### src/rtl/xfer_pkg.sv
package xfer_pkg;
  typedef enum logic {
    DIR_B2L = 1'b0,
    DIR_L2B = 1'b1
  } xfer_dir_e;
endpackage

### src/rtl/xfer_sched.sv
module xfer_sched
  import xfer_pkg::*;
#(
  parameter int NUM_ARCH = 32,
  localparam int ARCH_W  = $clog2(NUM_ARCH),
  localparam int PTR_W   = ARCH_W + 1
) (
  input  logic              clk_i,
  input  logic              rst_ni,
  input  logic              start_i,
  input  logic              dir_i,
  input  logic              commit_valid_i,
  input  logic [ARCH_W-1:0] commit_idx_i,
  input  logic              pipe_busy_i,
  output logic              busy_o,
  output xfer_dir_e         dir_o,
  output logic              issue_v_o,
  output logic [ARCH_W-1:0] issue_idx_o,
  output logic              done_o
);

  logic                busy_q;
  xfer_dir_e           dir_q;
  logic [PTR_W-1:0]    ptr_q;
  logic [NUM_ARCH-1:0] issued_q, dirty_q;

  logic              sweep_done, fix_any, commit_hit;
  logic [ARCH_W-1:0] fix_idx;

  assign sweep_done = (ptr_q == PTR_W'(NUM_ARCH));
  assign fix_any    = |dirty_q;

  // lowest dirty register first
  always_comb begin
    fix_idx = '0;
    for (int i = NUM_ARCH - 1; i >= 0; i--) begin
      if (dirty_q[i]) fix_idx = ARCH_W'(i);
    end
  end

  assign issue_v_o   = busy_q && (!sweep_done || fix_any);
  assign issue_idx_o = sweep_done ? fix_idx : ptr_q[ARCH_W-1:0];

  assign commit_hit = busy_q && commit_valid_i &&
                      (issued_q[commit_idx_i] || (issue_v_o && issue_idx_o == commit_idx_i));

  assign done_o = busy_q && sweep_done && !fix_any && !pipe_busy_i && !commit_hit;
  assign busy_o = busy_q;
  assign dir_o  = dir_q;

  always_ff @(posedge clk_i or negedge rst_ni) begin
    if (!rst_ni) begin
      busy_q   <= 1'b0;
      dir_q    <= DIR_B2L;
      ptr_q    <= '0;
      issued_q <= '0;
      dirty_q  <= '0;
    end else if (!busy_q) begin
      if (start_i) begin
        busy_q   <= 1'b1;
        dir_q    <= xfer_dir_e'(dir_i);
        ptr_q    <= '0;
        issued_q <= '0;
        dirty_q  <= '0;
      end
    end else begin
      if (done_o) busy_q <= 1'b0;
      if (issue_v_o) begin
        issued_q[issue_idx_o] <= 1'b1;
        if (!sweep_done) ptr_q <= ptr_q + 1'b1;
        else             dirty_q[fix_idx] <= 1'b0;
      end
      if (commit_hit) dirty_q[commit_idx_i] <= 1'b1;  // set wins over clear
    end
  end

  AST_PTR_BOUND: assert property (@(posedge clk_i) disable iff (!rst_ni)
    ptr_q <= PTR_W'(NUM_ARCH));
  AST_START_IGNORED: assert property (@(posedge clk_i) disable iff (!rst_ni)
    busy_q && start_i |=> $stable(dir_q));
  AST_DONE_PULSE: assert property (@(posedge clk_i) disable iff (!rst_ni)
    done_o |=> !done_o && !busy_q);
  AST_IDLE_QUIET: assert property (@(posedge clk_i) disable iff (!rst_ni)
    !busy_q && !start_i |=> $stable(dirty_q) && $stable(issued_q) && !busy_q);

endmodule

### src/rtl/xfer_pipe.sv
module xfer_pipe
  import xfer_pkg::*;
#(
  parameter int ARCH_W = 5,
  parameter int PHYS_W = 7,
  parameter int DATA_W = 32
) (
  input  logic              clk_i,
  input  logic              rst_ni,
  input  xfer_dir_e         dir_i,
  input  logic              issue_v_i,
  input  logic [ARCH_W-1:0] issue_idx_i,
  output logic              rt_re_o,
  output logic [ARCH_W-1:0] rt_idx_o,
  input  logic [PHYS_W-1:0] rt_phys_i,
  output logic              src_re_o,
  output logic [PHYS_W-1:0] src_idx_o,
  input  logic [DATA_W-1:0] src_data_i,
  output logic              dst_we_o,
  output logic [PHYS_W-1:0] dst_idx_o,
  output logic [DATA_W-1:0] dst_data_o,
  output logic              busy_o
);

  logic              s1_v_q, s2_v_q;
  logic [ARCH_W-1:0] s1_arch_q;
  logic [PHYS_W-1:0] s1_phys_q, s2_idx_q, arch_ext;
  logic [DATA_W-1:0] s2_data_q;

  generate
    if (PHYS_W > ARCH_W) begin : g_zext
      assign arch_ext = {{(PHYS_W - ARCH_W){1'b0}}, s1_arch_q};
    end else begin : g_same
      assign arch_ext = PHYS_W'(s1_arch_q);
    end
  endgenerate

  // stage 1: rename lookup
  assign rt_re_o  = issue_v_i;
  assign rt_idx_o = issue_idx_i;

  // stage 2: source read; identity side depends on direction
  assign src_re_o  = s1_v_q;
  assign src_idx_o = (dir_i == DIR_L2B) ? arch_ext : s1_phys_q;

  // stage 3: destination write
  assign dst_we_o   = s2_v_q;
  assign dst_idx_o  = s2_idx_q;
  assign dst_data_o = s2_data_q;
  assign busy_o     = s1_v_q | s2_v_q;

  always_ff @(posedge clk_i or negedge rst_ni) begin
    if (!rst_ni) begin
      s1_v_q    <= 1'b0;
      s1_arch_q <= '0;
      s1_phys_q <= '0;
      s2_v_q    <= 1'b0;
      s2_idx_q  <= '0;
      s2_data_q <= '0;
    end else begin
      s1_v_q <= issue_v_i;
      if (issue_v_i) begin
        s1_arch_q <= issue_idx_i;
        s1_phys_q <= rt_phys_i;
      end
      s2_v_q <= s1_v_q;
      if (s1_v_q) begin
        s2_idx_q  <= (dir_i == DIR_L2B) ? s1_phys_q : arch_ext;
        s2_data_q <= src_data_i;
      end
    end
  end

  AST_PIPE_STEP: assert property (@(posedge clk_i) disable iff (!rst_ni)
    s1_v_q |=> dst_we_o);
  AST_READ_FOLLOWS_LOOKUP: assert property (@(posedge clk_i) disable iff (!rst_ni)
    rt_re_o |=> src_re_o);

endmodule

### src/rtl/reg_xfer_engine.sv
module reg_xfer_engine
  import xfer_pkg::*;
#(
  parameter int NUM_ARCH = 32,
  parameter int NUM_PHYS = 128,
  parameter int DATA_W   = 32,
  localparam int ARCH_W  = $clog2(NUM_ARCH),
  localparam int PHYS_W  = $clog2(NUM_PHYS)
) (
  input  logic              clk_i,
  input  logic              rst_ni,
  input  logic              start_i,
  input  logic              dir_i,
  input  logic              commit_valid_i,
  input  logic [ARCH_W-1:0] commit_idx_i,
  output logic              busy_o,
  output logic              done_o,
  output logic              rt_re_o,
  output logic [ARCH_W-1:0] rt_idx_o,
  input  logic [PHYS_W-1:0] rt_phys_i,
  output logic              src_re_o,
  output logic [PHYS_W-1:0] src_idx_o,
  input  logic [DATA_W-1:0] src_data_i,
  output logic              dst_we_o,
  output logic [PHYS_W-1:0] dst_idx_o,
  output logic [DATA_W-1:0] dst_data_o
);

  xfer_dir_e         dir;
  logic              issue_v, pipe_busy;
  logic [ARCH_W-1:0] issue_idx;

  xfer_sched #(.NUM_ARCH(NUM_ARCH)) u_sched (
    .clk_i          (clk_i),
    .rst_ni         (rst_ni),
    .start_i        (start_i),
    .dir_i          (dir_i),
    .commit_valid_i (commit_valid_i),
    .commit_idx_i   (commit_idx_i),
    .pipe_busy_i    (pipe_busy),
    .busy_o         (busy_o),
    .dir_o          (dir),
    .issue_v_o      (issue_v),
    .issue_idx_o    (issue_idx),
    .done_o         (done_o)
  );

  xfer_pipe #(.ARCH_W(ARCH_W), .PHYS_W(PHYS_W), .DATA_W(DATA_W)) u_pipe (
    .clk_i       (clk_i),
    .rst_ni      (rst_ni),
    .dir_i       (dir),
    .issue_v_i   (issue_v),
    .issue_idx_i (issue_idx),
    .rt_re_o     (rt_re_o),
    .rt_idx_o    (rt_idx_o),
    .rt_phys_i   (rt_phys_i),
    .src_re_o    (src_re_o),
    .src_idx_o   (src_idx_o),
    .src_data_i  (src_data_i),
    .dst_we_o    (dst_we_o),
    .dst_idx_o   (dst_idx_o),
    .dst_data_o  (dst_data_o),
    .busy_o      (pipe_busy)
  );

  AST_WRITE_WHILE_BUSY: assert property (@(posedge clk_i) disable iff (!rst_ni)
    dst_we_o |-> busy_o);
  AST_DONE_DRAINED: assert property (@(posedge clk_i) disable iff (!rst_ni)
    done_o |-> !dst_we_o && !rt_re_o);
  AST_START_BUSY: assert property (@(posedge clk_i) disable iff (!rst_ni)
    !busy_o && start_i |=> busy_o);

endmodule

### config.mk
export PLATFORM = sky130hd
export DESIGN_NAME = reg_xfer_engine
export DESIGN_NICKNAME = d
export VERILOG_FILES = /design/src/rtl/xfer_pkg.sv /design/src/rtl/xfer_sched.sv /design/src/rtl/xfer_pipe.sv /design/src/rtl/reg_xfer_engine.sv
export SDC_FILE = /design/constraint.sdc
export NUM_CORES = 1
export LEC_CHECK = 0
export BUFFER_PORTS_ARGS = -buffer_cell sky130_fd_sc_hd__buf_4
export CAP_MARGIN = 20
export CORE_MARGIN = 5
export CORE_UTILIZATION = 55
export DETAILED_ROUTE_END_ITERATION = 7
export PLACE_DENSITY = 0.78
export SLEW_MARGIN = 10
export SYNTH_ARGS = -nofsm -noshare
export SYNTH_HDL_FRONTEND = slang
export SYNTH_HIERARCHICAL = 1
export SYNTH_SLANG_ARGS = --single-unit
### constraint.sdc
create_clock -name clk_i -period 3.2 [get_ports clk_i]
set_clock_uncertainty 0.15 [all_clocks]
set_input_delay 0 -clock clk_i [delete_from_list [all_inputs] [get_ports clk_i]]
set_output_delay 0 -clock clk_i [all_outputs]
set_load 0.02 [all_outputs]
==> flow_summary_export.csv <==
group,metric,value,unit
status,status,"finished, final reports clean",
yosys,synthesized_netlist_net_count,616,
cts,cts_inserted_buffers,17,
yosys,synth.cells.most_frequent,"125 x dfrtp_1, 50 x nand2_1, 39 x nor2_1",
setup_path,cell_by_cell_trace_of_the_critical_path,"or4_1 -> nor3_4 -> or4b_1 -> nand4_1 -> nor4_4 -> buf_4 -> a41oi_4 -> o21ai_1",
grt,grt_start_max_net_pins,69,
flow_run,max_cap_violations,0,
worst_hold_path,hold_path.class,"in2reg",
pwr,cellLeakagePower,0.00366,uW
sta,timing.setup.tns,0,ns
sta,transition_time_at_the_pin_with_the_least_slew_margin,0.866,ns
setup_path,worst-path-stages,8,
grt,grt_first_pass_wirelength,29.7,mm
floorplanning,floorplan.die.width,117,um
cts,clock-sinks,125,
grt,global_route.usage.met2,0.480,
yosys,netlist.top_cell.by_area,"dfrtp_1",
floorplanning,initial_core_util,0.558,
setup_path,endpoint,"u_sched/dirty_q[26]",
sta,final_period_minus_worst_setup_slack,3.13,ns
yosys,synth.top_cell.area_share,0.495,
grt,met3_usage,0.0704,
grt,groute.layer.met1.usage,0.359,
final_layout,final_design_area_no_fill,8410,um^2
worst_hold_path,holdCritStartpoint,"commit_idx_i[1]",
grt,grt_antenna_before_repair,0,
sta,slew_viol_final,0,
setup_path,setup.worst_path.start,"u_sched/dirty_q[0]",
yosys,sequential_to_total_area_share_from_yosys_stat,0.495,
sta,slew-limit-headroom,0.421,
sta,clock.fmax,319,MHz
yosys,ys_async_sr_fraction,1.00,
grt,gr-max-usage-layer,"met2",
pwr,peakVddDrop,543,uV
setup_path,worstPathRequired,3.33,ns
cts,clock_path_buffers,2,
final_layout,fin_util,0.743,
setup_path,worst-r2r-cell-count,8,
sta,timing.final.hold_violations,0,
route,drt-initial-drc-count,591,
setup_path,rr_endpoint,"u_sched/dirty_q[26]",
yosys,avgSynthCellArea,11.2,um^2
route,vias,5500,
setup_path,rr_startpoint,"u_sched/dirty_q[0]",
final_layout,antennaDiodeCount,0,
setup_path,critical-path-max-stage-delay,0.68,ns
cts,htreeDepth,4,
route,drt_pass1_iterations,5,
placed_design,dpl_cell_area,7250,um^2
sta,setup_viol,0,
setup_path,critical-path-top-delay-family,"simple AND/OR/NAND/NOR gates",
yosys,post-synth-top-count-cell,"dfrtp_1",
pwr,fin_total_pwr,7460,uW
pwr,p_sw_frac,0.377,
floorplanning,die_h,117,um
pwr,cell_internal_pwr,4650,uW
setup_path,crit_path_start_kind,"flip-flop",
yosys,main_flop_type_after_synthesis,"dfrtp_1",
route,route.antenna.remaining_nets,0,
route,drt-vias-per-instance,6.24,
yosys,postSynthCellCount,565,
floorplanning,fp.dieArea,13700,um^2
pwr,clock_power_share,0.285,
cts,cts.reportedPaths.clkPinSlew,0.06,ns
sta,layout_worst_path_cycle_share,0.978,
yosys,synth_cell_types,65,
pwr,power.sequential.fraction,0.347,
yosys,syn_area,6320,um^2
yosys,yosys_register_bits,125,
grt,first_global_vias,5716,
cts,cts_root_buf,"clkbuf_16",
final_layout,proportion_of_layout_cells_with_a_drive_suffix_above_1,0.318,
floorplanning,design.portCount,105,
yosys,yosysWarningCount,6,
final_layout,area_delta_synth_final,33.0,%
grt,groute.usage.overall,0.286,
setup_path,path_buf_inv,1,
pwr,combinationalPowerShare,0.368,
floorplanning,fp.coreArea,11300,um^2
floorplanning,row_count,39,
setup_path,cp-end-kind,"flip-flop",
cts,cts_tree,"built",
yosys,number_of_enable_type_register_cells_in_the_synthesized_netlist,0,
setup_path,rrSetupSlack,0.07,ns
placed_design,place_congestion,0.953,
final_layout,final_nets,776,
route,avgRoutedWirePerCell,21.6,um
grt,overflow,0,
route,wirelength,19.0,mm
setup_path,setup.worst_path.class,"reg2reg",
pwr,power.density,888,nW/um^2
placed_design,io_buffers,104,
placed_design,hpwl,11.9,mm
route,post-route-drc-count,0,
setup_path,worst_path_max_delay_cell,"or4_1",
pwr,p_switching,2810,uW
setup_path,worst-endpoint-arrival,3.26,ns
cts,clk-insertion-delay-late,0.43,ns
yosys,synth_area_leaders,"dfrtp_1 49%, mux2_2 6.2%, o211ai_1 3.7%",
worst_hold_path,min_delay_path_depth,3,
setup_path,crit_path_max_fanout,8,
## how the worst min path moves through the flow
stage                           endpoint  slack, ns
floorplan           u_pipe/dst_data_o[0]      -0.45
global placement    u_sched/issued_q[13]      0.002
detailed placement  u_sched/issued_q[15]       0.01
CTS                  u_sched/dirty_q[31]       0.05
global route         u_sched/dirty_q[31]       0.11
finish               u_sched/dirty_q[31]       0.06
## kinds of logic (layout without fill, tap and decap cells)
family                     after synthesis  count (layout)  share of synthesized area
and+or+nand+nor                        175             175                      0.146
AOI/OAI and AO/OA                      145             145                      0.168
DFF                                    125             125                      0.495
muxes                                   68              68                      0.146
buffers and inverters                   48             221                     0.0384
adders and majority gates                2               2                    0.00396
xor gates and xnor gates                 2               2                    0.00277
## timing repair
action	CTS	global route
setup buffers	0	2
gates resized for setup	0	1
setup endpoints to repair	0	32
hold buffers	49	0
endpoints found under the hold margin	140	0
## cell usage in the layout, fill, tap and decap left out, types with 16 or more instances in the layout
cell type and n:
mux2_2 35, clkbuf_16 17, o211ai_1 31, dfrtp_1 124, nand3_1 19, a22o_1 16, o21ai_1 37, nand2_1 49
o21ai_0 26, dlygate4sd3_1 49, buf_4 122, nor2_1 39
## stage by stage
| stage | std cells | setup slack (ns) | hold WS (ns) |
|---|---|---|---|
| floorplan | 565 | 0.426 | -0.446 |
| global placement | 798 | 0.205 | 0.00199 |
| detailed placement | 798 | 0.115 | 0.0103 |
| CTS | 879 | 0.0978 | 0.0507 |
| global route | 881 | -0.00220 | 0.110 |
| finish | 881 | 0.0700 | 0.0600 |
## tightest hold or removal path, stage by stage
cell and delay, ns:
buf_4 0.19, a41oi_4 0.29, o21ai_1 0.09
## metal layers
metal	up-vias	routed length [um]
met5	-	0
met4	0	372
met3	47	1660
met2	322	9910
met1	2703	7060
li1	2428	-
## sequential cells by signal, indices dropped and copies added (netlist names)
name	flops
u_sched/issued_q	32
u_sched/dir_o	1
u_sched/busy_o	1
u_pipe/dst_data_o	32
u_pipe/s1_phys_q	7
u_pipe/src_re_o	1
u_sched/ptr_q	6
u_pipe/dst_idx_o	7
u_pipe/dst_we_o	1
u_sched/dirty_q	32
u_pipe/s1_arch_q	5
## final cells by class
type	count	area (um^2)
clock buffers	21	460
inverters	17	63.8
clock inverters	11	189
multi-input cells	392	2960
repair buffers	172	1430
flip-flops and latches	125	3130
well taps	143	179
fillers	725	2910
## power by group through the flow
stage,clock (uW),sequential [uW],combinational [uW]
CTS,2140,2550,2660
finish,2130,2590,2740
global route,2220,2660,2930
floorplan,0,2480,1750
global placement,0,2530,2520
detailed placement,0,2570,2570
Note: power is estimated with default switching activity, not from simulation.
